[src/rtl/mem_trap_pkg.sv]
package mem_trap_pkg;
  localparam int STAT_W   = 3;
  localparam int RD_POS   = 0;
  localparam int WR_POS   = 1;
  localparam int REQ_POS  = 2;
  localparam int SW_W     = 2;

  typedef struct packed {
    logic loadSw;     // software load of both bits
    logic rdLoad;     // read-trap bit takes rdVal
    logic rdVal;
    logic wrLoad;     // write-trap bit takes wrVal
    logic wrVal;
    logic sampleMd;   // valid sourcing of data register this cycle
  } trapStrobes_t;
endpackage

[src/rtl/mem_trap_ctrl.sv]
module mem_trap_ctrl
  import mem_trap_pkg::*;
(
  input  logic         startRead,
  input  logic         startWrite,
  input  logic         faultPage,
  input  logic         faultXport,
  input  logic         mdSource,
  input  logic         mdValid,
  input  logic         swWe,
  output trapStrobes_t strobes,
  output logic         freeze
);
  logic anyFault;
  logic isRead;
  logic isWrite;

  always_comb begin
    anyFault = faultPage | faultXport;
    isRead   = startRead;
    isWrite  = startWrite & ~startRead;

    strobes          = '0;
    strobes.loadSw   = swWe;
    strobes.sampleMd = mdSource & mdValid;
    if (!swWe) begin
      if (isRead) begin
        strobes.rdLoad = 1'b1;
        strobes.rdVal  = anyFault;
        strobes.wrLoad = 1'b1;
        strobes.wrVal  = 1'b0;
      end else if (isWrite) begin
        strobes.rdLoad = 1'b1;
        strobes.rdVal  = 1'b0;
        strobes.wrLoad = 1'b1;
        strobes.wrVal  = anyFault;
      end
    end
    freeze = mdSource & ~mdValid;
  end
endmodule

[src/rtl/mem_trap_dp.sv]
module mem_trap_dp
  import mem_trap_pkg::*;
(
  input  logic              clk,
  input  logic              rstN,
  input  trapStrobes_t      strobes,
  input  logic [SW_W-1:0]   swData,
  output logic              rdTrap,
  output logic              wrTrap,
  output logic              rdPend
);
  always_ff @(posedge clk) begin
    if (!rstN) begin
      rdTrap <= 1'b0;
      wrTrap <= 1'b0;
      rdPend <= 1'b0;
    end else begin
      rdPend <= strobes.sampleMd & rdTrap;
      if (strobes.loadSw) begin
        rdTrap <= swData[RD_POS];
        wrTrap <= swData[WR_POS];
      end else begin
        if (strobes.rdLoad) rdTrap <= strobes.rdVal;
        if (strobes.wrLoad) wrTrap <= strobes.wrVal;
      end
    end
  end
endmodule

[src/rtl/mem_trap_state.sv]
module mem_trap_state
  import mem_trap_pkg::*;
(
  input  logic              clk,
  input  logic              rstN,
  input  logic              startRead,
  input  logic              startWrite,
  input  logic              faultPage,
  input  logic              faultXport,
  input  logic              mdSource,
  input  logic              mdValid,
  input  logic              swWe,
  input  logic [SW_W-1:0]   swData,
  output logic              rdReq,
  output logic              wrReq,
  output logic [STAT_W-1:0] status,
  output logic              freeze
);
  trapStrobes_t strobes;
  logic rdTrap;
  logic wrTrap;
  logic rdPend;

  mem_trap_ctrl u_ctrl (
    .startRead (startRead),
    .startWrite(startWrite),
    .faultPage (faultPage),
    .faultXport(faultXport),
    .mdSource  (mdSource),
    .mdValid   (mdValid),
    .swWe      (swWe),
    .strobes   (strobes),
    .freeze    (freeze)
  );

  mem_trap_dp u_dp (
    .clk    (clk),
    .rstN   (rstN),
    .strobes(strobes),
    .swData (swData),
    .rdTrap (rdTrap),
    .wrTrap (wrTrap),
    .rdPend (rdPend)
  );

  assign rdReq = rdPend;
  assign wrReq = wrTrap;

  always_comb begin
    status          = '0;
    status[RD_POS]  = rdTrap;
    status[WR_POS]  = wrTrap;
    status[REQ_POS] = rdPend;
  end
endmodule

[config.mk]
export PLATFORM = sky130hd
export DESIGN_NAME = mem_trap_state
export DESIGN_NICKNAME = d
export VERILOG_FILES = /design/src/rtl/mem_trap_pkg.sv /design/src/rtl/mem_trap_ctrl.sv /design/src/rtl/mem_trap_dp.sv /design/src/rtl/mem_trap_state.sv
export SDC_FILE = /design/constraint.sdc
export NUM_CORES = 1
export LEC_CHECK = 0
export BUFFER_PORTS_ARGS = -buffer_cell sky130_fd_sc_hd__buf_4
export CAP_MARGIN = 0
export CORE_AREA = 2 2 39 41
export DETAILED_ROUTE_END_ITERATION = 10
export DIE_AREA = 0 0 41 43
export GPL_TIMING_DRIVEN = 0
export PLACE_DENSITY = 0.42
export SLEW_MARGIN = 20
export SYNTH_ARGS = -nofsm -noshare
export SYNTH_HDL_FRONTEND = slang
export SYNTH_SLANG_ARGS = --single-unit
export TNS_END_PERCENT = 5
[constraint.sdc]
create_clock -name clk -period 1.1 [get_ports clk]
set_clock_uncertainty 0.15 [all_clocks]
set_input_delay 0 -clock clk [delete_from_list [all_inputs] [get_ports clk]]
set_output_delay 0 -clock clk [all_outputs]
set_load 0.005 [all_outputs]
==> results of run 1 <==
[kinds of logic after synthesis]
kind of cell	after synthesis	share of synthesized area [%]
and+or+nand+nor	7	28.8
DFF	3	38.4
buffers and inverters	4	16.8
AOI/OAI and AO/OA	4	16.0
[synth_stat cells, drive strengths merged]
master / n
nor2: 1
nor2b: 1
a31oi: 1
o21ai: 2
inv: 1
buf: 3
and2: 1
dfxtp: 3
or3b: 1
o41ai: 1
and4: 1
nand2: 1
nor3b: 1
[layer usage]
metal | up-vias | wire (microns) | global-route usage, %
li1 | 113 | - | -
met1 | 82 | 206 | 9.58
met2 | 21 | 169 | 6.88
met3 | 0 | 117 | 5.24
met4 | 0 | 0 | 6.00
met5 | - | 0 | 0
[power breakdown]
part	internal (mW)	switching, mW	total [mW]
Sequential	0.116	0.00423	0.120
Clock	0.136	0.0539	0.190
Combinational	0.0606	0.0242	0.0849
[per-stage QoR]
step	area, sq um	power, mW
CTS	373	0.409
finish	374	0.395
global route	374	0.424
floorplan	156	0.142
detailed placement	297	0.192
global placement	297	0.193
[state kept, by name (all words and copies together) (netlist names)]
| signal | cells |
|---|---|
| u_dp.rdTrap | 1 |
| u_dp.wrTrap | 1 |
| u_dp.rdPend | 1 |
[worst paths after layout]
| path | start | to | slack (ns) | cells after the start |
|---|---|---|---|---|
| hold / removal | startWrite | u_dp.rdTrap | -0.09 | 3 |
| hold reg to reg | u_dp.rdTrap | u_dp.rdPend | 0.35 | 1 |
| setup / recovery | mdSource | freeze | 0.04 | 4 |
| setup reg to reg | u_dp.rdTrap | u_dp.rdTrap | 0.07 | 2 |
[final cells by class]
cell class                      instances  area (sq um)
Timing Repair Buffer                   21           170
Fill cell                             146          1010
Clock buffer                            4          26.3
Buffer                                  3          22.5
Inverter                                1          3.75
Tap cell                               16          20.0
Sequential cell                         3          61.3
Multi-Input combinational cell         11          70.1
[worst max-delay path, stage by stage]
cell	delay [ns]
dlygate4sd3_1	0.53
buf_4	0.13
nor2b_1	0.12
buf_4	0.13
[timing repair]
action,in CTS,in global routing
endpoints found under the setup margin,0,1
resized for setup,0,1
hold endpoints to repair,3,2
==> reports/qor.txt, run 1 <==
status: complete, but fails checks
failing checks: negative hold slack
First-pass DRT Iterations: 4
number of vias per cell: 3.66
Synth Warn #: 0
final setup fails: 0
Synth Cell Area: 156 sq um
Worst-path clk slew: 0.03 ns
Port Buf Inserts: 16
CTS root buffer: clkbuf_4
worst rel slew slack: 82.8%
layout cells sized above 1: 53.5%
leakage: 0.183 nW
maxcap violations: 0
hpwl dp: 397 microns
total track usage: 7.11%
final hold viol count: 2
DIE AREA: 0.00176 sq mm
number of DRC markers in iteration 0: 4
P per Cell Area: 1050 mW/mm^2
minimum clock period: 1.06 ns
clk_lat worst skew: 0.23 ns
Die Height: 43 microns
vias in the first global route: 205
Hold WS: -0.0915 ns
via count: 216
Final WS setup: 0.0413 ns
share of the synthesized area in the top cell type: 38.4%
most frequent cells in the layout: buf_4, dlygate4sd3_1, clkbuf_4
largest net degree at the start of global routing: 4
initial core utilization: 11.3%
Least-Margin Pin Slew: 0.254 ns
routability cong.: 0.702
Mean Syn Cell Area: 8.69 sq um
RSZ-0062 raised after global routing: false
DRC viols: 0
area grow syn2layout: 139%
Hold Buf Count CTS: 5
part of the cycle the worst path needs: 96.2%
H-tree Lvls: 1
maximum clock path buffer count: 2
setup_tns: 0 ns
Antenna Cells: 0
Hold WC Path Type: primary input to flop
Setup WS pre-CTS: 0.0328 ns
Cells after DPL: 50
antenna viol nets, final: 0
final design utilization: 27.0%
fmax: 0.945 GHz
die width: 41 microns
Finished Layout Cells: 59
Core Area: 0.00138 sq mm
CP max FO: 2
library cells used by synthesis: 13
Worst setup SP type: primary input
TritonCTS clock tree: built
Max IR drop VDD: 0.321 mV
initial antenna violation count: 0
first-pass GRT wire length: 759 microns
crit end category: output port
num rows: 14
cell taking the most area after synthesis: dfxtp_1
most common library cell in the layout ignoring fill and taps: buf_4
post-CTS setup repair buffer count: 0
# nets final: 55
number of synthesized register bits: 3
total congestion overflow: 0
Critical Path RT: 0.95 ns
Ports: 17
ranking of synthesized cells by area: dfxtp_1, buf_4, o21ai_0
Routed wire per std cell: 8.37 microns
critical path arrival: 0.91 ns
Num CTS Buffers: 3
type of the worst setup path: primary input to output port
register area share after synthesis: 38.4%
final max-slew violation count: 0
sum of routed wire length over all layers: 494 microns
Syn Nets: 29
Syn Inst Count: 18
CTS Sinks: 3
(Power assumes the default switching activity.)
==> run 2, diff against run 1 <==
==> constraint.sdc (replaced) <==
create_clock -name clk -period 1.4 [get_ports clk]
set_clock_uncertainty 0.15 [all_clocks]
set_input_delay 0 -clock clk [delete_from_list [all_inputs] [get_ports clk]]
set_output_delay 0 -clock clk [all_outputs]
set_load 0.005 [all_outputs]
==> reports/qor.txt, run 2 (synthesized netlist as in run 1, its figures left out) <==
largest net degree at the start of global routing: 4
die width: 41 microns
area grow syn2layout: 170%
Routed wire per std cell: 8.75 microns
most common library cell in the layout ignoring fill and taps: buf_4
via count: 225
type of the worst setup path: primary input to flop
Top Registers: u_dp.rdPend (1), u_dp.rdTrap (1), u_dp.wrTrap (1)
TritonCTS clock tree: built
Clk pwr share: 46.6%
minimum clock period: 1.22 ns
maxcap violations: 0
RSZ-0062 raised after global routing: false
Power Total: 321 uW
first-pass GRT wire length: 821 microns
initial core utilization: 11.3%
CP max stage delay: 0.53 ns
hpwl dp: 397 microns
clk_lat worst skew: 0.23 ns
number of vias per cell: 3.52
final design utilization: 30.6%
H-tree Lvls: 1
P per Cell Area: 759 mW/mm^2
Max IR drop VDD: 0.255 mV
critical path cell sequence: dlygate4sd3_1 > buf_4 > nor3b_1 > o41ai_1 > and2_1
Least-Margin Pin Slew: 0.253 ns
Antenna Cells: 0
final hold viol count: 0
setup_tns: 0 ns
net switching power: 67.1 uW
Core Area: 0.00138 sq mm
Worst-path clk slew: 0.04 ns
P_int: 254 uW
Worst setup SP type: primary input
maximum clock path buffer count: 2
Seq pwr share: 29.2%
met2 usage: 9.38%
Hold WC Path Type: flop to flop
final max-slew violation count: 0
number of DRC markers in iteration 0: 4
critical path arrival: 1.24 ns
Port Buf Inserts: 16
Die Height: 43 microns
num rows: 14
total track usage: 7.72%
Ports: 17
# nets final: 60
global route hottest layer: met2
part of the cycle the worst path needs: 87.0%
Finished Layout Cells: 64
CP max stage cell: dlygate4sd3_1
routability cong.: 0.702
Gate power share: 24.2%
sum of routed wire length over all layers: 560 microns
status: finished clean
met3 global-route usage: 5.24%
most frequent cells in the layout: buf_4, dlygate4sd3_1, clkbuf_4, dfxtp_1, o21ai_0
final setup fails: 0
vias in the first global route: 224
Critical Path RT: 1.42 ns
fill cell count: 143
First-pass DRT Iterations: 4
post-CTS setup repair buffer count: 0
CP max FO: 3
initial antenna violation count: 0
CTS Sinks: 3
layout cells sized above 1: 45.8%
fmax: 0.821 GHz
antenna viol nets, final: 0
leakage: 0.204 nW
met1 Track Usage GR: 8.95%
DIE AREA: 0.00176 sq mm
Sw Ratio: 20.9%
CTS root buffer: clkbuf_4
Num CTS Buffers: 3
Cells after DPL: 50
worst rel slew slack: 82.9%
crit end category: flop
total congestion overflow: 0
DRC viols: 0
-- run 2: cell count changes in the layout (fill, tap and decap cells not counted) --
cell / change
dlygate4sd3_1: +5
dfxtp_1: +1
dfxtp_2: -1
-- run 2: layer usage --
metal	wire [microns]	part of all wire [%]	vias to the layer above
met5	0	0	-
li1	-	-	120
met3	88	16	0
met2	237	42	19
met4	0	0	0
met1	234	42	86
-- run 2: layout make-up --
type / count / area [sq um] / area share [%]
multi-input combinational: 11 / 70.1 / 16.6
buffer: 3 / 22.5 / 5.33
clock buffer: 4 / 26.3 / 6.21
timing repair buffer: 26 / 220 / 52.1
sequential: 3 / 60.1 / 14.2
inverter: 1 / 3.75 / 0.888
tap: 16 / 20.0 / 4.73
-- run 2: worst max-delay path: cells and delay by family --
family | cells | cell delay [ns]
AO/OA/AOI/OAI | 1 | 0.29
buffers and inverters | 2 | 0.67
AND/OR/NAND/NOR | 2 | 0.29
-- run 2: path summary, 6_finish.rpt --
check | startpoint | to | slack [ns] | cells after the start
setup / recovery | startWrite | u_dp.wrTrap | 0.18 | 5
hold / removal | u_dp.rdTrap | u_dp.rdPend | 0.36 | 1
setup reg to reg | u_dp.rdTrap | u_dp.rdTrap | 0.31 | 2
hold reg to reg | u_dp.rdTrap | u_dp.rdPend | 0.36 | 1
-- run 2: what timing repair did --
item	4_1_cts	5_1_grt
hold buffers	10	0
gates resized for setup	0	0
hold endpoints to repair	3	0
-- run 2: per-stage QoR --
stage / setup WS (ns) / hold WS, ns / cell area (sq um)
after floorplan: 0.394 / -0.120 / 156
after global placement: 0.325 / 0.0799 / 297
after detailed placement: 0.333 / 0.0794 / 297
after CTS: 0.186 / 0.359 / 423
after global routing: 0.125 / 0.374 / 423
final: 0.182 / 0.358 / 423
-- run 2: power groups by stage --
| stage | Sequential (mW) | Clock [mW] | Combinational (mW) |
|---|---|---|---|
| after floorplan | 0.0943 | 0 | 0.0174 |
| after global placement | 0.0951 | 0 | 0.0563 |
| after detailed placement | 0.0950 | 0 | 0.0561 |
| after CTS | 0.0937 | 0.161 | 0.0778 |
| after global routing | 0.0940 | 0.165 | 0.0853 |
| final | 0.0938 | 0.149 | 0.0777 |
==> run 3, diff against run 2 <==
--- a/config.mk
+++ b/config.mk
@@ -12,6 +12,7 @@
 export DIE_AREA = 0 0 41 43
 export GPL_TIMING_DRIVEN = 0
 export PLACE_DENSITY = 0.42
+export REMOVE_ABC_BUFFERS = 1
 export SLEW_MARGIN = 20
 export SYNTH_ARGS = -nofsm -noshare
 export SYNTH_HDL_FRONTEND = slang
==> reports/qor.txt, run 3 (synthesized netlist as in run 1, its figures left out) <==
status: finished clean
crit-path leading delay family: buffers and inverters
Routed wire per std cell: 9.56 microns
Gate power share: 22.8%
num rows: 14
Seq pwr share: 29.6%
Clk pwr share: 47.7%
multi-input logic area: 70.1 sq um
part of the cycle the worst path needs: 86.4%
P_int: 249 uW
critical path cell sequence: dlygate4sd3_1 > buf_4 > nor3b_1 > o41ai_1 > and2_1
Cells after DPL: 47
final max-slew violation count: 0
die width: 41 microns
maxcap violations: 0
Critical Path RT: 1.43 ns
total track usage: 8.12%
DIE AREA: 0.00176 sq mm
number of vias per cell: 3.74
Least-Margin Pin Slew: 0.230 ns
CP max FO: 3
setup_tns: 0 ns
Worst setup SP type: primary input
First-pass DRT Iterations: 1
Sw Ratio: 21.4%
initial core utilization: 11.3%
final hold viol count: 0
Worst-path clk slew: 0.04 ns
via count: 228
initial antenna violation count: 0
RSZ-0062 raised after global routing: false
CTS root buffer: clkbuf_4
leakage: 0.188 nW
CP max stage cell: dlygate4sd3_1
total congestion overflow: 0
Die Height: 43 microns
P per Cell Area: 791 mW/mm^2
worst path bufs/invs: 2
critical path arrival: 1.24 ns
layout cells sized above 1: 42.2%
final setup fails: 0
clk_lat worst skew: 0.23 ns
post_cts resized: 0
H-tree Lvls: 1
Hold WC Path Type: flop to flop
most common library cell in the layout ignoring fill and taps: buf_4
maximum clock path buffer count: 2
Top Registers: u_dp.rdPend (1), u_dp.rdTrap (1), u_dp.wrTrap (1)
Finished Layout Cells: 61
register area: 60.1 sq um
Antenna Cells: 0
most frequent cells in the layout: buf_4, dlygate4sd3_1, clkbuf_4, dfxtp_1, o21ai_0
Port Buf Inserts: 16
type of the worst setup path: primary input to flop
area grow syn2layout: 156%
Num CTS Buffers: 3
Max IR drop VDD: 0.213 mV
first-pass GRT wire length: 890 microns
crit end category: flop
net switching power: 67.8 uW
DRC viols: 0
largest net degree at the start of global routing: 4
CP max stage delay: 0.54 ns
hpwl dp: 415 microns
# nets final: 57
Power Total: 317 uW
vias in the first global route: 249
minimum clock period: 1.21 ns
worst rel slew slack: 84.5%
fill cell count: 152
Hold WS: 0.354 ns
number of DRC markers in iteration 0: 0
routability cong.: 0.731
sum of routed wire length over all layers: 583 microns
Core Area: 0.00138 sq mm
TritonCTS clock tree: built
reg-to-reg slack, setup: 0.32 ns
CTS Sinks: 3
antenna viol nets, final: 0
fmax: 0.826 GHz
Ports: 17
## run 3: cell count changes in the layout (fill, tap and decap cells not counted), sizes merged
cell | before | now
buf | 19 | 16
## run 3: area by class of cell
| type | count | share of cell area, % |
|---|---|---|
| inverter | 1 | 0.938 |
| timing repair buffer | 26 | 55.0 |
| tap | 16 | 5.00 |
| multi-input combinational | 11 | 17.5 |
| sequential | 3 | 15.0 |
| clock buffer | 4 | 6.56 |
## run 3: repair_timing
item / 4_1_cts / 5_1_grt
endpoints found under the hold margin: 3 / 0
setup buffers: 0 / 0
hold buffers: 10 / 0
## run 3: power by group through the flow
stage	sequential [mW]	combinational (mW)	clock (mW)
after floorplan	0.0952	0.0108	0
after global placement	0.0950	0.0503	0
after detailed placement	0.0950	0.0503	0
after CTS	0.0938	0.0722	0.160
after global routing	0.0943	0.0787	0.170
final	0.0937	0.0722	0.151
## run 3: metrics by stage
stage | util, % | worst slack (ns) | area [sq um]
after global placement | 19.8 | 0.322 | 274
after CTS | 28.9 | 0.198 | 400
after floorplan | - | 0.372 | 134
after global routing | 28.9 | 0.132 | 400
final | 28.9 | 0.190 | 400
after detailed placement | 19.8 | 0.336 | 274
## run 3: worst reg2reg max path, stage by stage, from the launching register on
cell and delay, ns:
dfxtp_1 0.34, or3b_1 0.35, a31oi_1 0.17
## run 3: worst paths after layout
check,end,startpoint,depth (start not counted)
max,u_dp.wrTrap,startWrite,5
min,u_dp.rdPend,u_dp.rdTrap,1
max reg2reg,u_dp.rdTrap,u_dp.rdTrap,2
min reg2reg,u_dp.rdPend,u_dp.rdTrap,1
## run 3: per-layer routing
layer / part of all wire, % / vias to the layer above / global-route usage, %
met1: 44 / 93 / 9.27
met3: 12 / 2 / 3.14
met5: 0 / - / 0
li1: - / 116 / -
met2: 42 / 17 / 10.6
met4: 1.2 / 0 / 8.00
